==> src/rtl/gpio_opt_pkg.sv <==
package gpio_opt_pkg;

  typedef enum logic [1:0] {
    REG_DATA = 2'd0,
    REG_DIR  = 2'd1,
    REG_OPT  = 2'd2,
    REG_NONE = 2'd3
  } reg_sel_e;

  typedef struct packed {
    logic out;
    logic oe;
    logic pu;
    logic irq;
  } pin_drive_t;

  // Per-pin drive decision from configuration and peripheral override.
  function automatic pin_drive_t pin_drive(input logic present, input logic dir,
                                           input logic opt, input logic latch,
                                           input logic alt_en, input logic alt_out);
    pin_drive_t d;
    d = '0;
    if (present) begin
      if (alt_en) begin
        d.out = alt_out;
        d.oe  = 1'b1;
      end else if (dir) begin
        d.out = opt ? latch : 1'b0;
        d.oe  = opt ? 1'b1 : ~latch;
      end
      d.pu  = ~dir & opt;
      d.irq = ~dir & opt;
    end
    return d;
  endfunction

  // Data read: latch for outputs, synchronised pad for inputs.
  function automatic logic data_view(input logic dir, input logic latch, input logic pin);
    return dir ? latch : pin;
  endfunction

endpackage

==> src/rtl/gpio_regs.sv <==
module gpio_regs
  import gpio_opt_pkg::*;
#(
  parameter int unsigned W = 8,
  parameter logic [W-1:0] IMPL_MASK = '1,
  parameter logic [W-1:0] OPT_RESET = '0
) (
  input  logic         clk,
  input  logic         rst_n,
  input  logic         wr_en,
  input  reg_sel_e     wr_sel,
  input  logic [W-1:0] wdata,
  output logic [W-1:0] latch_v,
  output logic [W-1:0] dir_v,
  output logic [W-1:0] opt_v
);
  localparam logic [W-1:0] ABSENT = ~IMPL_MASK;

  logic [W-1:0] latch_q, dir_q, opt_q;
  logic         data_wr_ev;

  assign data_wr_ev = wr_en && (wr_sel == REG_DATA);

  always_ff @(posedge clk or negedge rst_n) begin
    if (!rst_n) begin
      latch_q <= '0;
      dir_q   <= '0;
      opt_q   <= OPT_RESET;
    end else if (wr_en) begin
      case (wr_sel)
        REG_DATA: latch_q <= wdata;
        REG_DIR:  dir_q   <= wdata;
        REG_OPT:  opt_q   <= wdata;
        default:  ;
      endcase
    end
  end

  assign latch_v = latch_q | ABSENT;
  assign dir_v   = dir_q   | ABSENT;
  assign opt_v   = opt_q   | ABSENT;

  // latch follows a data write regardless of direction
  assert_latch_write_R3: assert property (@(posedge clk) disable iff (!rst_n)
    data_wr_ev |=> (latch_v == ($past(wdata) | ABSENT)));

  // no change to latch without a data write
  assert_latch_hold_R3: assert property (@(posedge clk) disable iff (!rst_n)
    !data_wr_ev |=> $stable(latch_v));

endmodule

==> src/rtl/gpio_sync.sv <==
module gpio_sync #(
  parameter int unsigned W = 8,
  parameter int unsigned STAGES = 2
) (
  input  logic         clk,
  input  logic         rst_n,
  input  logic [W-1:0] async_in,
  output logic [W-1:0] sync_out
);
  logic [W-1:0] stg [STAGES];
  logic         warm;

  always_ff @(posedge clk or negedge rst_n) begin
    if (!rst_n) begin
      stg[0] <= '0;
      warm   <= 1'b0;
    end else begin
      stg[0] <= async_in;
      warm   <= 1'b1;
    end
  end

  for (genvar k = 1; k < STAGES; k++) begin : g_stage
    always_ff @(posedge clk or negedge rst_n) begin
      if (!rst_n) stg[k] <= '0;
      else        stg[k] <= stg[k-1];
    end

    // each stage is one clock behind the previous one
    assert_stage_shift_R4: assert property (@(posedge clk) disable iff (!rst_n)
      warm |-> (stg[k] == $past(stg[k-1])));
  end

  assign sync_out = stg[STAGES-1];

  // first stage captures the pad one clock later
  assert_first_capture_R4: assert property (@(posedge clk) disable iff (!rst_n)
    warm |-> (stg[0] == $past(async_in)));

endmodule

==> src/rtl/gpio_pin_ctrl.sv <==
module gpio_pin_ctrl
  import gpio_opt_pkg::*;
#(
  parameter bit PRESENT = 1'b1
) (
  input  logic clk,
  input  logic rst_n,
  input  logic dir,
  input  logic opt,
  input  logic latch,
  input  logic alt_en,
  input  logic alt_out,
  output logic pad_out,
  output logic pad_oe,
  output logic pad_pu,
  output logic irq_en
);
  pin_drive_t drv;

  always_comb drv = pin_drive(PRESENT, dir, opt, latch, alt_en, alt_out);

  assign pad_out = drv.out;
  assign pad_oe  = drv.oe;
  assign pad_pu  = drv.pu;
  assign irq_en  = drv.irq;

  // interrupt capability never coexists with output direction
  assert_irq_off_out_R9: assert property (@(posedge clk) disable iff (!rst_n)
    dir |-> !irq_en);

  // open-drain only ever drives low
  assert_od_low_only_R6: assert property (@(posedge clk) disable iff (!rst_n)
    (dir && !opt && !alt_en && pad_oe) |-> !pad_out);

  // alternate function forces the driver on for a present pin
  assert_alt_drives_R7: assert property (@(posedge clk) disable iff (!rst_n)
    (PRESENT && alt_en) |-> (pad_oe && (pad_out == alt_out)));

  // plain input never drives
  assert_input_quiet_R2: assert property (@(posedge clk) disable iff (!rst_n)
    (!dir && !alt_en) |-> !pad_oe);

  // absent pin is inert
  assert_absent_inert_R8: assert property (@(posedge clk) disable iff (!rst_n)
    !PRESENT |-> !(pad_oe || pad_out || pad_pu || irq_en));

endmodule

==> src/rtl/gpio_port_opt.sv <==
module gpio_port_opt
  import gpio_opt_pkg::*;
#(
  parameter int unsigned WIDTH = 8,
  parameter logic [WIDTH-1:0] IMPL_MASK = 8'h3F,
  parameter logic [WIDTH-1:0] OPT_RESET = 8'h00,
  parameter int unsigned SYNC_STAGES = 2
) (
  input  logic             clk,
  input  logic             rst_n,
  input  logic             bus_sel,
  input  logic             bus_wr,
  input  logic [1:0]       bus_addr,
  input  logic [WIDTH-1:0] bus_wdata,
  output logic [WIDTH-1:0] bus_rdata,
  input  logic [WIDTH-1:0] pad_in,
  output logic [WIDTH-1:0] pad_out,
  output logic [WIDTH-1:0] pad_oe,
  output logic [WIDTH-1:0] pad_pu,
  input  logic [WIDTH-1:0] alt_en,
  input  logic [WIDTH-1:0] alt_out,
  output logic [WIDTH-1:0] pin_irq_en
);
  localparam logic [WIDTH-1:0] ABSENT = ~IMPL_MASK;

  reg_sel_e         sel;
  logic             wr_ev;
  logic [WIDTH-1:0] latch_v, dir_v, opt_v, pin_sync, data_rd;

  assign sel   = reg_sel_e'(bus_addr);
  assign wr_ev = bus_sel && bus_wr;

  gpio_regs #(.W(WIDTH), .IMPL_MASK(IMPL_MASK), .OPT_RESET(OPT_RESET)) u_regs (
    .clk(clk), .rst_n(rst_n), .wr_en(wr_ev), .wr_sel(sel), .wdata(bus_wdata),
    .latch_v(latch_v), .dir_v(dir_v), .opt_v(opt_v)
  );

  gpio_sync #(.W(WIDTH), .STAGES(SYNC_STAGES)) u_sync (
    .clk(clk), .rst_n(rst_n), .async_in(pad_in), .sync_out(pin_sync)
  );

  for (genvar i = 0; i < WIDTH; i++) begin : g_pin
    gpio_pin_ctrl #(.PRESENT(IMPL_MASK[i])) u_pin (
      .clk(clk), .rst_n(rst_n), .dir(dir_v[i]), .opt(opt_v[i]), .latch(latch_v[i]),
      .alt_en(alt_en[i]), .alt_out(alt_out[i]),
      .pad_out(pad_out[i]), .pad_oe(pad_oe[i]), .pad_pu(pad_pu[i]), .irq_en(pin_irq_en[i])
    );
    assign data_rd[i] = data_view(dir_v[i], latch_v[i], pin_sync[i]) | ABSENT[i];
  end

  always_comb begin
    case (sel)
      REG_DATA: bus_rdata = data_rd;
      REG_DIR:  bus_rdata = dir_v;
      REG_OPT:  bus_rdata = opt_v;
      default:  bus_rdata = '0;
    endcase
  end

  // absent pins read as 1 at every mapped address
  assert_absent_read_R8: assert property (@(posedge clk) disable iff (!rst_n)
    (bus_addr != REG_NONE) |-> ((bus_rdata & ABSENT) == ABSENT));

  // unmapped address reads zero
  assert_unmapped_zero_R10: assert property (@(posedge clk) disable iff (!rst_n)
    (bus_addr == REG_NONE) |-> (bus_rdata == '0));

  // output pins read back the latch
  assert_out_readback_R4: assert property (@(posedge clk) disable iff (!rst_n)
    (bus_addr == REG_DATA) |-> ((bus_rdata & dir_v) == (latch_v & dir_v)));

endmodule

==> config.mk <==
export PLATFORM = sky130hd
export DESIGN_NAME = gpio_port_opt
export DESIGN_NICKNAME = d
export VERILOG_FILES = /design/src/rtl/gpio_opt_pkg.sv /design/src/rtl/gpio_regs.sv /design/src/rtl/gpio_sync.sv /design/src/rtl/gpio_pin_ctrl.sv /design/src/rtl/gpio_port_opt.sv
export SDC_FILE = /design/constraint.sdc
export NUM_CORES = 1
export LEC_CHECK = 0
export BUFFER_PORTS_ARGS = -buffer_cell sky130_fd_sc_hd__buf_2
export CORE_MARGIN = 1
export CORE_UTILIZATION = 46
export CTS_BUF_LIST = sky130_fd_sc_hd__clkbuf_16
export DETAILED_ROUTE_END_ITERATION = 7
export PLACE_DENSITY = 0.79
export SYNTH_ARGS = -nofsm -noshare
export SYNTH_HDL_FRONTEND = slang
export SYNTH_SLANG_ARGS = --single-unit
export TNS_END_PERCENT = 10
==> constraint.sdc <==
create_clock -name clk -period 1.4 [get_ports clk]
set_clock_uncertainty 0.1 [all_clocks]
set_input_delay 0.28 -clock clk [delete_from_list [all_inputs] [get_ports clk]]
set_output_delay 0.28 -clock clk [all_outputs]
set_load 0.05 [all_outputs]
==> results of run 1 <==
[cells in the mapped netlist]
| cell | n |
|---|---|
| nand2b_1 | 8 |
| nor2b_4 | 1 |
| mux2_4 | 6 |
| o21ai_0 | 10 |
| nand4_4 | 1 |
| dfrtp_1 | 30 |
| a21oi_1 | 4 |
| inv_1 | 1 |
| a21o_1 | 6 |
| buf_6 | 2 |
| nor2b_1 | 6 |
| nor4b_1 | 4 |
| buf_4 | 34 |
| nor3_4 | 1 |
| o211ai_1 | 4 |
| a22o_1 | 2 |
| mux2_2 | 12 |
| conb_1 | 1 |
| nand3_1 | 6 |
| nand3_4 | 1 |
| nand2_1 | 12 |
[cells by family after synthesis]
family / synth area share
flip-flops: 0.4441
other: 0.002218
buffers and inverters: 0.1665
AND/OR/NAND/NOR: 0.1577
multiplexers: 0.1332
AO/OA/AOI/OAI: 0.09623
[stage by stage]
| stage | utilization | power [mW] | cells | worst slack (ns) |
|---|---|---|---|---|
| 4_1_cts | 0.6549 | 3.625 | 254 | -0.2212 |
| 2_1_floorplan | - | 2.267 | 159 | -0.07408 |
| 6_report | 0.6740 | 3.647 | 254 | -0.2348 |
| 3_5_place_dp | 0.5648 | 2.429 | 245 | -0.1726 |
| 5_1_grt | 0.6740 | 3.818 | 254 | -0.2993 |
| 3_3_place_gp | 0.5648 | 2.408 | 245 | -0.1706 |
[metal layers]
layer,part of all wire,up-vias
li1,-,597
met4,0.014,0
met2,0.52,51
met3,0.051,6
met5,0,-
met1,0.42,602
[final timing paths]
path,slack [ns],cells past startpoint,from,end
worst max-delay path,-0.23,4,u_regs.dir_q[2],bus_rdata[2]
worst min-delay path,0.02,1,pad_in[1],u_sync.stg[9]
worst max register to register,0.36,2,u_regs.dir_q[2],u_regs.dir_q[2]
worst min register to register,0.25,0,u_sync.stg[9],u_sync.sync_out[1]
max in group asynchronous,0.44,3,rst_n,u_regs.dir_q[1]
min in group asynchronous,0.36,2,rst_n,u_sync.stg[8]
[flip-flops by register name, summed over array words and instances, names as in the netlist]
| register | count |
|---|---|
| u_sync.sync_out | 6 |
| u_regs.opt_q | 6 |
| u_regs.dir_q | 6 |
| u_regs.latch_q | 6 |
| u_sync.stg | 6 |
[where the power goes]
group / switching, mW / total (mW) / internal [mW]
sequential: 0.141 / 1.15 / 1.00
combinational: 0.924 / 1.53 / 0.605
clock: 0.335 / 0.973 / 0.638
total: 1.40 / 3.65 / 2.25
[worst max-delay path, cell delays in order, from the launching register on]
cell     delay (ns)
dfrtp_1        0.40
nor4b_2        0.26
a21oi_1        0.08
nand2_2        0.10
buf_8          0.14
[repair_timing]
action,4_1_cts,5_1_grt
pin swaps,4,1
setup endpoints to repair,30,32
buffers inserted,0,0
hold endpoints to repair,15,0
hold buffers,1,0
gates resized for setup,58,17
[cell type report]
class	instances	share of cell area
multi-input cells	92	0.3304
flip-flops and latches	30	0.3266
repair buffers	77	0.2565
clock buffers	5	0.05435
well taps	46	0.02500
clock inverters	3	0.005435
inverters	1	0.001630
==> summary.md, run 1 <==
| Metric | Value |
|---|---|
| DRC | 0 |
| Antenna violations before repair | 0 |
| Initial Utilization | 0.4949 |
| DP Wirelength | 2.373 mm |
| WL final | 3.358 mm |
| Port bufs | 61 |
| Post-Syn Instances | 152 |
| Max Fclk | 611.7 MHz |
| #FFs+latches synth | 30 |
| CP max FO | 2 |
| Area of the multi-input gates | 760.7 µm² |
| WL/cell | 13.22 µm |
| Post-route cell area | 2302 µm² |
| Clk pin slew, worst setup/hold paths | 0.05 ns |
| Final nets | 245 |
| Met2 Use GR | 0.3315 |
| Synth area leaders | dfrtp_1 (44%), buf_4 (15%), mux2_2 (8.0%), mux2_4 (5.3%), nand2b_1 (3.0%) |
| Pins over their slew limit | 0 |
| Grt peak-use layer | met2 |
| Critical path capture point type | output port |
| Leakage | 1.132 nW |
| Layout cells sized above 1 | 0.5769 |
| Met3 usage | 0.03832 |
| Core ar. | 3416 µm² |
| CTS tree | yes |
| Top cell type's share of synthesized area | 0.4441 |
| Gr ovfl total | 0 |
| VDD IR max | 1.203 mV |
| FILL cells | 263 |
| Routed vias/inst | 4.945 |
| Final Hold Viols | 0 |
| Die footprint | 3921 µm² |
| Area grow syn2layout | 36.20% |
| # rows | 21 |
| Min Hold Slack | 0.01634 ns |
| FF/Latch Area | 752.0 µm² |
| Final ANT Viol Nets | 0 |
| Run status | finished with violations |
| Count of final setup violators | 30 |
| Antenna Cells | 0 |
| First-pass GRT wire length | 5.513 mm |
| Min-delay worst type | in2reg |
| Cell Area, Synth | 1690 µm² |
| Pwr Density | 1584 nW/µm² |
| CTS buffer count | 5 |
| CP Launch Type | flip-flop |
| Post-synth top area cell | dfrtp_1 |
| PnR worst setup slack | -0.2348 ns |
| RSZ-0062 raised after global routing | true |
| Largest net degree at the start of global routing | 17 |
| Post-synthesis cell type count | 21 |
| Vias in the first global route | 1230 |
| Clock sink count | 30 |
| Setup TNS | -4.019 ns |
| Starting DRC count in detailed routing | 29 |
| Overall routing resource usage | 0.1867 |
| Die span in x | 62.62 µm |
| Final Cycle Share | 1.168 |
| Mean Syn Cell Area | 11.12 µm² |
| Synthesis Warnings | 0 |
| M1 GR Usage | 0.2129 |
| Dpl cell area | 1929 µm² |
| Post-route minimum period | 1.635 ns |
| Sequential fraction of the synthesis area | 0.4441 |
| Max_cap viols | 0 |
| Failing checks | negative setup slack |
| Commonest cells after routing, fill and taps aside | dfrtp_1 (29), buf_2 (28), buf_4 (27), buf_6 (16), mux2_2 (12) |
| Insertion delay to the later sink of the worst-skew pair | 0.27 ns |
| I/O Pins | 78 |
| CTS root buf | clkbuf_16 |
| CTS Buffer Depth | 2 |
| Drt pass-1 iters | 4 |
| Setup Crit Path Kind | reg2out |
| Htree depth | 2 |
| Placer Congestion | 0.8003 |
| Die H | 62.62 µm |
| Crit path arrival time | 1.25 ns |
| Detailed-route via count | 1256 |
| CP required | 1.02 ns |
| Commonest non-fill, non-tap cell in the layout | dfrtp_1 |
Power figures use the tool's default switching activity.
==> inputs of run 2 (changes only) <==
--- a/config.mk
+++ b/config.mk
@@ -6,11 +6,13 @@
 export NUM_CORES = 1
 export LEC_CHECK = 0
 export BUFFER_PORTS_ARGS = -buffer_cell sky130_fd_sc_hd__buf_2
+export CELL_PAD_IN_SITES_DETAIL_PLACEMENT = 1
+export CELL_PAD_IN_SITES_GLOBAL_PLACEMENT = 1
 export CORE_MARGIN = 1
-export CORE_UTILIZATION = 46
+export CORE_UTILIZATION = 35
 export CTS_BUF_LIST = sky130_fd_sc_hd__clkbuf_16
 export DETAILED_ROUTE_END_ITERATION = 7
-export PLACE_DENSITY = 0.79
+export PLACE_DENSITY_LB_ADDON = 0.1
 export SYNTH_ARGS = -nofsm -noshare
 export SYNTH_HDL_FRONTEND = slang
 export SYNTH_SLANG_ARGS = --single-unit
==> run 2 against run 1 <==
The flow still finishes with violations (negative setup slack). Routed wire length up 24%. Fmax hardly changed. Non-clock buffer count up 2. Combinational power about the same. Count of clock-buffer cells in the layout unchanged. Sequential power hardly changed. Final area grew 0.76%. Register-to-register slack better by 0.03 ns. Sequential share of layout area down 0.19 points. First-iteration DRC count is 55% lower. Largest power group unchanged. Highest routed layer unchanged.
==> summary.md, run 2 (synthesis results as in run 1) <==
| Metric | Value |
|---|---|
| FF/Latch Area | 753.2 µm² (+0.17%) |
| FF-to-FF Start | u_regs.dir_q[3] |
| DRC | 0 (unchanged) |
| Commonest cells after routing, fill and taps aside | buf_2 (30), dfrtp_1 (28), buf_4 (27), buf_6 (21), mux2_2 (12) |
| I/O Pins | 78 (unchanged) |
| Vias in the first global route | 1353 (+10%) |
| WL final | 4.173 mm (+24%) |
| CTS Buffer Depth | 2 (unchanged) |
| Die H | 71.50 µm (+14%) |
| Final Hold Viols | 0 (unchanged) |
| Starting DRC count in detailed routing | 13 (-55%) |
| DP Wirelength | 2.908 mm (+23%) |
| Area of the multi-input gates | 760.7 µm² (unchanged) |
| Post-route cell area | 2320 µm² (+0.76%) |
| Dpl cells | 253 (+3.3%) |
| Pwr Density | 1598 nW/µm² (+0.89%) |
| Failing checks | negative setup slack |
| Htree depth | 2 (unchanged) |
| Crit-path cells | nor4b_2, a21oi_1, nand2_1, buf_6 |
| Final nets | 247 (+0.82%) |
| Die span in x | 71.50 µm (+14%) |
| Routed vias/inst | 4.947 (about the same) |
| Drt pass-1 iters | 4 (unchanged) |
| Gr ovfl total | 0 (unchanged) |
| Min-delay worst type | in2reg |
| RR Endpoint | u_regs.dir_q[3] |
| VDD IR max | 0.7058 mV (-41%) |
| CTS root buf | clkbuf_16 |
| Final Cycle Share | 1.168 (about the same) |
| Max_cap viols | 0 (unchanged) |
| Setup crit start | u_regs.dir_q[3] |
| Area grow syn2layout | 37.23% |
| FILL cells | 511 (+94%) |
| First-pass GRT wire length | 6.748 mm (+22%) |
| Overall routing resource usage | 0.1794 (-0.007234) |
| Post-route minimum period | 1.636 ns (+0.0007800 ns) |
| Crit path arrival time | 1.26 ns (about the same) |
| CTS tree | yes |
| Final ANT Viol Nets | 0 (unchanged) |
| Leakage | 1.141 nW (+0.76%) |
| Post-CTS Setup Bufs | 0 (unchanged) |
| RSZ-0062 raised after global routing | true |
| Run status | finished with violations |
| Initial Utilization | 0.3753 (-0.1196) |
| Largest net degree at the start of global routing | 31 (+14) |
| Clk pin slew, worst setup/hold paths | 0.05 ns (about the same) |
| Clock sink count | 30 (unchanged) |
| PnR worst setup slack | -0.2355 ns (-0.0007800 ns) |
| Worst reg-to-reg setup slack | 0.39 ns (+0.03 ns) |
| Critical-path top delay cell | dfrtp_1 |
| Port bufs | 61 (unchanged) |
| Core ar. | 4504 µm² (+32%) |
| Max Fclk | 611.4 MHz (about the same) |
| Pins over their slew limit | 0 (unchanged) |
| CTS buffer count | 5 (unchanged) |
| Placer Congestion | 0.7435 (-7.1%) |
| Setup Crit Path Kind | reg2out |
| Die footprint | 5112 µm² (+30%) |
| Dpl cell area | 1939 µm² (+0.52%) |
| Insertion delay to the later sink of the worst-skew pair | 0.27 ns (about the same) |
| CP endpoint | bus_rdata[3] |
| Critical path capture point type | output port |
| Antenna Cells | 0 (unchanged) |
| WL/cell | 15.93 µm (+20%) |
| Detailed-route via count | 1296 (+3.2%) |
| CP max FO | 2 (unchanged) |
| Commonest non-fill, non-tap cell in the layout | buf_2 |
| # rows | 24 (+14%) |
| CP Launch Type | flip-flop |
| Antenna violations before repair | 0 (unchanged) |
| Layout cells sized above 1 | 0.5857 (+0.008791) |
| Worst R2R Path Depth | 2 (unchanged) |
| CP peak stage delay | 0.39 ns (about the same) |
| Post-Layout Cell Count | 262 (+3.1%) |
| CP required | 1.02 ns (about the same) |
| Count of final setup violators | 30 (unchanged) |
run 2: cell types whose count changed in the layout (fill, tap and decap cells not counted), sizes merged:
cell / previous run / this run
buf: 73 / 78
clkbuf: 8 / 5
run 2: final cells by class:
cell class,instances,area share
clock buffers,5,0.05394
clock inverters,3,0.005394
inverters,1,0.001618
multi-input cells,92,0.3279
flip-flops and latches,30,0.3247
well taps,52,0.02805
repair buffers,79,0.2584
run 2: what timing repair did:
item | in CTS | in global routing
resized for setup | 62 | 17
hold buffers | 1 | 0
setup endpoints to repair | 32 | 30
hold endpoints to repair | 30 | 0
pin swaps | 4 | 0
run 2: how the worst min path moves through the flow:
stage | start | to | slack [ns] | cells after the start
6_report | pad_in[5] | u_sync.stg[13] | 0.01 | 1
5_1_grt | pad_in[3] | u_sync.stg[11] | 0.002 | 1
4_1_cts | pad_in[0] | u_sync.stg[8] | 0.004 | 1
3_5_place_dp | rst_n | u_regs.latch_q[3] | 0.22 | 2
3_3_place_gp | rst_n | u_regs.latch_q[3] | 0.22 | 2
2_1_floorplan | rst_n | u_regs.dir_q[0] | -0.12 | 0
run 2: report_power, final:
part	switching [mW]	leakage, nW	total (mW)	internal [mW]
Clock	0.358	0.0724	0.998	0.640
Combinational	0.946	0.715	1.56	0.616
Sequential	0.143	0.354	1.15	1.00
Total	1.45	1.14	3.71	2.26
run 2: worst max-delay path, delay by kind of cell (launching register included):
| kind | cells | cell delay (ns) |
|---|---|---|
| flip-flops | 1 | 0.39 |
| AND/OR/NAND/NOR | 2 | 0.34 |
| AO/OA/AOI/OAI | 1 | 0.09 |
| buffers and inverters | 1 | 0.16 |
run 2: metal layers:
layer  GRT usage  part of all wire
met5           0                 0
met4     0.06536             0.014
met3     0.05204             0.053
met2      0.3206              0.54
met1      0.2042              0.39
run 2: per-stage QoR:
stage / TNS, ns / hold WS (ns) / power (mW) / setup slack (ns) / utilization
4_1_cts: -4.704 / 0.004320 / 3.678 / -0.2522 / 0.5014
3_5_place_dp: -3.578 / 0.2163 / 2.447 / -0.2556 / 0.4306
6_report: -4.289 / 0.009688 / 3.707 / -0.2355 / 0.5150
5_1_grt: -5.968 / 0.001604 / 3.875 / -0.3181 / 0.5150
2_1_floorplan: -0.3753 / -0.1156 / 2.267 / -0.07408 / -
3_3_place_gp: -3.415 / 0.2155 / 2.414 / -0.2499 / 0.4306
